### config.mk
export PLATFORM = sky130hd
export DESIGN_NAME = ternary_matcher
export DESIGN_NICKNAME = d
export VERILOG_FILES = /design/src/rtl/tcm_pkg.sv /design/src/rtl/tcm_ctrl.sv /design/src/rtl/tcm_datapath.sv /design/src/rtl/ternary_matcher.sv
export SDC_FILE = /design/constraint.sdc
export NUM_CORES = 1
export LEC_CHECK = 0
export BUFFER_PORTS_ARGS = -buffer_cell sky130_fd_sc_hd__buf_2
export CORE_MARGIN = 4
export CORE_UTILIZATION = 46
export DETAILED_ROUTE_END_ITERATION = 8
export GPL_TIMING_DRIVEN = 0
export PLACE_DENSITY = 0.67
export SLEW_MARGIN = 20
export SYNTH_ARGS = -nofsm -noshare
export SYNTH_HDL_FRONTEND = slang
export SYNTH_SLANG_ARGS = --single-unit
### constraint.sdc
create_clock -name clk -period 6.59 [get_ports clk]
set_clock_uncertainty 0.2 [all_clocks]
set_input_delay 0.9885 -clock clk [delete_from_list [all_inputs] [get_ports clk]]
set_output_delay 0.9885 -clock clk [all_outputs]
set_load 0.05 [all_outputs]
### src/rtl/tcm_pkg.sv
package tcm_pkg;
  localparam logic [1:0] SYM_ZERO = 2'b01;
  localparam logic [1:0] SYM_ONE  = 2'b10;
  localparam logic [1:0] SYM_ANY  = 2'b11;

  localparam logic [1:0] SEL_COND_A = 2'd0;
  localparam logic [1:0] SEL_COND_B = 2'd1;
  localparam logic [1:0] SEL_ACTION = 2'd2;

  typedef struct packed {
    logic capture;
    logic wrCondA;
    logic wrCondB;
    logic wrAct;
  } tcmStrobes_t;
endpackage

### src/rtl/tcm_ctrl.sv
module tcm_ctrl
  import tcm_pkg::*;
(
  input  logic        clk,
  input  logic        rstN,
  input  logic        start,
  input  logic        loadEn,
  input  logic [1:0]  loadSel,
  output tcmStrobes_t strobes,
  output logic        outValid
);

  always_comb begin
    strobes.capture = start;
    strobes.wrCondA = loadEn && (loadSel == SEL_COND_A);
    strobes.wrCondB = loadEn && (loadSel == SEL_COND_B);
    strobes.wrAct   = loadEn && (loadSel == SEL_ACTION);
  end

  always_ff @(posedge clk or negedge rstN) begin
    if (!rstN) outValid <= 1'b0;
    else       outValid <= start;
  end

  AST_ONE_WRITE: assert property (@(posedge clk) disable iff (!rstN)
    $onehot0({strobes.wrCondA, strobes.wrCondB, strobes.wrAct}));
  AST_NO_WRITE_SEL3: assert property (@(posedge clk) disable iff (!rstN)
    (loadSel == 2'd3) |-> !(strobes.wrCondA || strobes.wrCondB || strobes.wrAct));

endmodule

### src/rtl/tcm_datapath.sv
module tcm_datapath
  import tcm_pkg::*;
#(
  parameter int SYMS = 8,
  localparam int CODEW = 2 * SYMS,
  localparam int CNTW = $clog2(3 * SYMS + 1)
) (
  input  logic             clk,
  input  logic             rstN,
  input  tcmStrobes_t      strobes,
  input  logic [CODEW-1:0] loadData,
  input  logic [SYMS-1:0]  msgIn,
  output logic             active,
  output logic [SYMS-1:0]  newMsg,
  output logic [CNTW-1:0]  specificity
);

  logic [CODEW-1:0] condA, condB, action;
  logic [SYMS-1:0]  matchA, matchB, buildBit, actIsAny, illegalCond;
  logic [3*SYMS-1:0] specificSym;
  logic [CNTW-1:0]  specCount;

  always_ff @(posedge clk or negedge rstN) begin
    if (!rstN) begin
      condA  <= '1;
      condB  <= '1;
      action <= '1;
    end else begin
      if (strobes.wrCondA) condA  <= loadData;
      if (strobes.wrCondB) condB  <= loadData;
      if (strobes.wrAct)   action <= loadData;
    end
  end

  for (genvar i = 0; i < SYMS; i++) begin : g_sym
    logic [1:0] symA, symB, symX;
    assign symA = condA[2*i +: 2];
    assign symB = condB[2*i +: 2];
    assign symX = action[2*i +: 2];
    // message bit 1 searches the high code bit, bit 0 the low one
    assign matchA[i]      = msgIn[i] ? symA[1] : symA[0];
    assign matchB[i]      = msgIn[i] ? symB[1] : symB[0];
    assign actIsAny[i]    = (symX == SYM_ANY);
    assign buildBit[i]    = actIsAny[i] ? msgIn[i] : symX[1];
    assign illegalCond[i] = (symA == 2'b00) || (symB == 2'b00);
    assign specificSym[i]          = (symA != SYM_ANY);
    assign specificSym[SYMS + i]   = (symB != SYM_ANY);
    assign specificSym[2*SYMS + i] = !actIsAny[i];
  end

  always_comb begin
    specCount = '0;
    for (int j = 0; j < 3 * SYMS; j++) specCount = specCount + CNTW'(specificSym[j]);
  end

  always_ff @(posedge clk or negedge rstN) begin
    if (!rstN) begin
      active      <= 1'b0;
      newMsg      <= '0;
      specificity <= '0;
    end else if (strobes.capture) begin
      active      <= (&matchA) && (&matchB);
      newMsg      <= buildBit;
      specificity <= specCount;
    end
  end

  AST_ILLEGAL_NOMATCH: assert property (@(posedge clk) disable iff (!rstN)
    (strobes.capture && (|illegalCond)) |=> !active);
  AST_HASH_PASSTHRU: assert property (@(posedge clk) disable iff (!rstN)
    (strobes.capture && (&actIsAny)) |=> (newMsg == $past(msgIn)));
  AST_HOLD_IDLE: assert property (@(posedge clk) disable iff (!rstN)
    !strobes.capture |=> $stable({active, newMsg, specificity}));
  AST_SPEC_RANGE: assert property (@(posedge clk) disable iff (!rstN)
    specificity <= CNTW'(3 * SYMS));

endmodule

### src/rtl/ternary_matcher.sv
module ternary_matcher
  import tcm_pkg::*;
#(
  parameter int SYMS = 8,
  localparam int CODEW = 2 * SYMS,
  localparam int CNTW = $clog2(3 * SYMS + 1)
) (
  input  logic             clk,
  input  logic             rstN,
  input  logic             loadEn,
  input  logic [1:0]       loadSel,
  input  logic [CODEW-1:0] loadData,
  input  logic             start,
  input  logic [SYMS-1:0]  msgIn,
  output logic             outValid,
  output logic             active,
  output logic [SYMS-1:0]  newMsg,
  output logic [CNTW-1:0]  specificity
);

  tcmStrobes_t strobes;

  tcm_ctrl i_ctrl (
    .clk(clk), .rstN(rstN), .start(start), .loadEn(loadEn),
    .loadSel(loadSel), .strobes(strobes), .outValid(outValid)
  );

  tcm_datapath #(.SYMS(SYMS)) i_datapath (
    .clk(clk), .rstN(rstN), .strobes(strobes), .loadData(loadData),
    .msgIn(msgIn), .active(active), .newMsg(newMsg), .specificity(specificity)
  );

endmodule

# Yosys cells after proc, flatten, opt, wreduce, memory -nomap -nowiden
# Index checks and enable logic that the tools add are counted.
# W data, S select, Z words.
word_totals:
  regBits: 63
  latchBits: 0
  ram_bits: 0
  mem_bits_ro: 0
  out_inout_bits: 15
  n_memories: 0
classes:
  n_addsub: 23
  mul: 0
  div: 0
  magnitude_cmp: 0
  eq_ne: 26
  shift: 0
  n_mux: 24
  bitwise: 0
  reduce_logical: 15
op_table:
  columns: ["operator", "count"]
  rows:
  - ["$add A5 B1 Y5", 22]
  - ["$ne A2 B2 Y1 const B", 16]
  - ["$mux W1", 24]
  - ["$eq A2 B2 Y1 const B", 9]
  - ["$reduce_and A8 Y1", 2]
  - ["$logic_not A1 Y1", 8]
  - ["$logic_and A1 B1 Y1", 4]
  - ["$add A1 B1 Y2", 1]
  - ["$eq A2 B1 Y1 const B", 1]
  - ["$logic_not A2 Y1", 1]

# Longest topological paths before layout
logic_depth:
  ltp_word: 24
  depth_mapped: 14

# Hierarchy
# A second synthesis with hierarchy kept.
hier_totals:
  cells_unflattened: 273
  hier_area_um2: 3248.1
by_module_without_submodules:
  columns: ["module", "instances", "cells_each", "area_each_um2", "seq_area_each_um2"]
  rows:
  - ["tcm_datapath", 1, 268, 3185.6, 1611.5]
  - ["tcm_ctrl", 1, 5, 62.6, 25.0]

# Worst setup path before layout
# OpenSTA, ideal clock, no wires.
synth_path:
  path_type: "reg2reg"
  startpoint: "register i_datapath.condA[1]"
  endpoint: "register i_datapath.specificity[2]"
  setup_ps: 125
  arrival_time_ps: 4704
  required_ps: 6265
  path_slack_ps: 1561
  path_stages_with_launch: 13
  n_path_buf: 0
  period_less_slack_ps: 5029
  path_cell_list: "dfstp_2 -> nand2_1 -> ha_1 -> fa_1 -> fa_1 -> fa_1 -> fa_1 -> inv_1 -> fa_1 -> fa_1 -> fa_1 -> xnor2_1 -> mux2_2"
synth_between:
  elab_chain_cells: 24
synth_lines:
  columns: ["element", "line_no", "text"]
  rows:
  - ["from (decl)", "tcm_datapath.sv:18", "logic [CODEW-1:0] condA, condB, action;"]
  - ["from (signal assigned)", "tcm_datapath.sv:29", "if (strobes.wrCondA) condA <= loadData;"]
  - ["$ne A2 B2 Y1", "tcm_datapath.sv:46", "assign specificSym[i] = (symA != SYM_ANY);"]
  - ["$add A1 B1 Y2", "tcm_datapath.sv:53", "for (int j = 0; j < 3 * SYMS; j++) specCount = specCount + CNTW'(specificSym[j]);"]
  - ["$add A5 B1 Y5 (22 in series)", "tcm_datapath.sv:53", null]
  - ["to (signal assigned)", "tcm_datapath.sv:64", "specificity <= specCount;"]
  - ["to (decl)", "tcm_datapath.sv:15", "output logic [CNTW-1:0] specificity"]
# Every way passes these cells.
# A chain may end at the register's enable or synchronous reset.

# Worst setup path after layout
# Ends and elaborated chain as after synthesis.

==> metrics.cfg <==
[cts]
cts-root-buf = clkbuf_8
cts_htree_levels = 3
clock-sinks = 63
post_cts_buffers = 0
numCtsBuffers = 9
cts.hold.buffers_added = 0
clkTransAtPathRegs_ns = 0.06
tritoncts = done
cts_buffer_depth = 2
ctsResizeCount = 0
insertion_delay_ns = 0.34

[place]
dp.cells = 404
gp_congestion = 0.778
place_area_mm2 = 0.00364
io_buffers = 44
preCtsSetupSlack_ns = 1.39
dp_hpwl_mm = 4.88

[timing]
tns_ns = 0
period_needed_ns = 5.19
rsz0062_at_grt = no
hold_viol_final = 0
post-route-period-util_pct = 78.7
relSlewSlack_pct = 48.7
setup_viol = 0
fmax_mhz = 193
worst_slew_pin_slew_ns = 0.770
finalMaxSlewViolations = 0
setup_ws_ns = 1.40

[logic_synthesis]
synthMostInstantiatedCell = mux2_2
avgSynthCellArea_um2 = 12.5
synth_fp_nets = 318
syn_area_mm2 = 0.00330
yosysTopAreaCellShare_pct = 38.2
ys_ff_latch = 63
synthArstFlopShare_pct = 100
netlist_top_cells_count = 49 x mux2_2, 48 x dfstp_2, 40 x inv_1
synthMuxAreaShare_pct = 17.0
synth_simple_gate_area_share_pct = 8.49
synth-main-ff-cell = dfstp_2
yosys_warnings = 0
synth-edff-count = 0
yosysTopAreaCell = dfstp_2
synth-compound-area-share_pct = 5.91
syn_inst = 264
synth.distinct_cells = 31
yosysSeqAreaShare_pct = 49.6
yosys-top-cells-area = dfstp_2 38%, mux2_2 17%, dfrtp_1 11%
synth-xor-area-share_pct = 0.265
synthAdderAreaFrac_pct = 13.0
synth_top_family_by_area = multiplexers

[die]
die_w_um = 92.7
die_area_mm2 = 0.00859
die_height_um = 92.7
ios = 45
row_count = 30
core_mm2 = 0.00687
start_util_pct = 48.1

[final_layout]
layout-drive-gt1-share_pct = 49.2
final_cell_area_mm2 = 0.00381
diodes = 0
fillCellCount = 595
area_growth_pct = 15.5
num-nets-final = 373
final_cells = 419
post-route-util_pct = 55.5

[critical_path]
reg2reg_depth = 12
crit_family = adder cells
end_kind = flip-flop
cpMostUsedCell = fa_1
r2r_end = i_datapath.specificity[2]
critPathMaxFanout = 3
r2r-start = i_datapath.condA[1]
startpoint_type = flip-flop
crit_slowest_cell = dfstp_2
cp.arrival_ns = 5.21
worst-path-buf-inv = 1
required_ns = 6.61
worstSetupPathType = reg2reg
crit_chain = nand2_1, ha_1, fa_1, fa_1, fa_1, fa_1, inv_1, fa_1, fa_1, fa_1, xnor2_1, mux2_2
r2r_setup_slack_ns = 1.40
max_stage_delay_ns = 0.54

[drt]
drtAntennaViolNets = 0
dr.pass1.iters = 4
wirelength_mm = 6.51
drcViolationCount = 0
drt_iter0_markers = 97
via_per_inst = 4.93
vias = 2066
drt-wirelength-per-cell_um = 15.5

[job]
maxCapViolations = 0

[hold_path]
hold_path_end = i_datapath.specificity[0]
whs_path_depth = 2
min_from = i_datapath.specificity[0]
hold_path.class = reg2reg

[power_and_ir_drop]
p_leak_nw = 1.69
p_per_area_mw_per_mm2 = 525
ir_drop_mv = 0.269

[global_route]
grt_pass1_vias = 2261
antenna_found_initial = 0
grt_usage_pct = 17.0
gr-total-overflow = 0
grt_max_degree = 64
grt_pass1_wl_mm = 11.0

[outcome]
status = finished, final reports clean

## worst max-delay path by stage
stage                         from                   endpoint  depth (start not counted)
2_1_floorplan  i_datapath.condA[1]  i_datapath.specificity[2]                         12
3_3_place_gp   i_datapath.condA[1]  i_datapath.specificity[2]                         12
3_5_place_dp   i_datapath.condA[1]  i_datapath.specificity[2]                         12
4_1_cts        i_datapath.condA[1]  i_datapath.specificity[2]                         12
5_1_grt        i_datapath.condA[0]  i_datapath.specificity[2]                         12
6_report       i_datapath.condA[1]  i_datapath.specificity[2]                         12
## report_power, final
part / internal, W / leakage, nW / switching (W)
sequential: 0.000520 / 0.690 / 0.0000505
clock: 0.000155 / 0.0865 / 0.000139
combinational: 0.000518 / 0.913 / 0.000620
total: 0.00119 / 1.69 / 0.000810
## worst reg2reg max path, cell delays in order (launching register included)
cell,delay [ns]
dfstp_2,0.54
nand2_1,0.06
ha_1,0.31
fa_1,0.51
fa_1,0.52
fa_1,0.52
fa_1,0.54
inv_1,0.05
fa_1,0.51
fa_1,0.48
fa_1,0.42
xnor2_1,0.15
mux2_2,0.26
## layout make-up
class,count,area [um^2],share of cell area (%)
Clock buffer,14,163,4.27
Buffer,5,40.0,1.05
Clock inverter,1,5.00,0.131
Inverter,40,150,3.94
Timing Repair Buffer,44,223,5.84
Tap cell,96,120,3.15
Multi-Input combinational cell,156,1470,38.7
Sequential cell,63,1640,42.9
## routing by layer
| layer | vias to the layer above | routed length, um | track usage, % |
|---|---|---|---|
| li1 | 998 | - | - |
| met1 | 1011 | 2900 | 21.3 |
| met2 | 44 | 3130 | 27.7 |
| met3 | 13 | 374 | 5.52 |
| met4 | 0 | 108 | 5.98 |
| met5 | - | 0 | 0 |
## metrics by stage
step | hold slack (ns) | total power, W
after floorplan | 0.325 | 0.00148
after global placement | 0.260 | 0.00167
after detailed placement | 0.268 | 0.00172
after CTS | 0.283 | 0.00204
after global routing | 0.315 | 0.00224
final | 0.275 | 0.00200
## state kept, by name, indices dropped and copies added (netlist names)
name                    cells
i_datapath.active           1
i_ctrl.outValid             1
i_datapath.condB           16
i_datapath.newMsg           8
i_datapath.action          16
i_datapath.specificity      5
i_datapath.condA           16
## cell families (layout without fill, tap and decap cells)
group | count (synthesis) | count (layout)
AO/OA/AOI/OAI | 31 | 31
XOR/XNOR | 1 | 1
flip-flops | 63 | 63
AND/OR/NAND/NOR | 50 | 50
multiplexers | 50 | 50
buffers and inverters | 45 | 104
adder cells (fa/ha/maj) | 24 | 24
## cell usage in the layout (no fill, tap or decap)
cell,instances
mux2_2,49
dfstp_2,48
buf_2,43
inv_1,40
nand2_1,21
fa_1,17
o21ai_0,15
dfrtp_1,15
clkbuf_8,12
and2_1,10
o211ai_1,9
ha_1,7
nand3_1,6
clkbuf_1,5
nand3b_1,4
nand3b_2,2
buf_4,2
nor2b_1,2
a21oi_1,2
nor3b_4,1
buf_6,1
a21boi_0,1
nor3b_1,1
o31ai_1,1
xnor2_1,1
or2b_1,1
a222oi_1,1
mux2i_1,1
a2111oi_0,1
nand4_1,1
o2bb2ai_1,1
nor2_1,1
clkinv_2,1
Power figures use the tool's default switching activity.
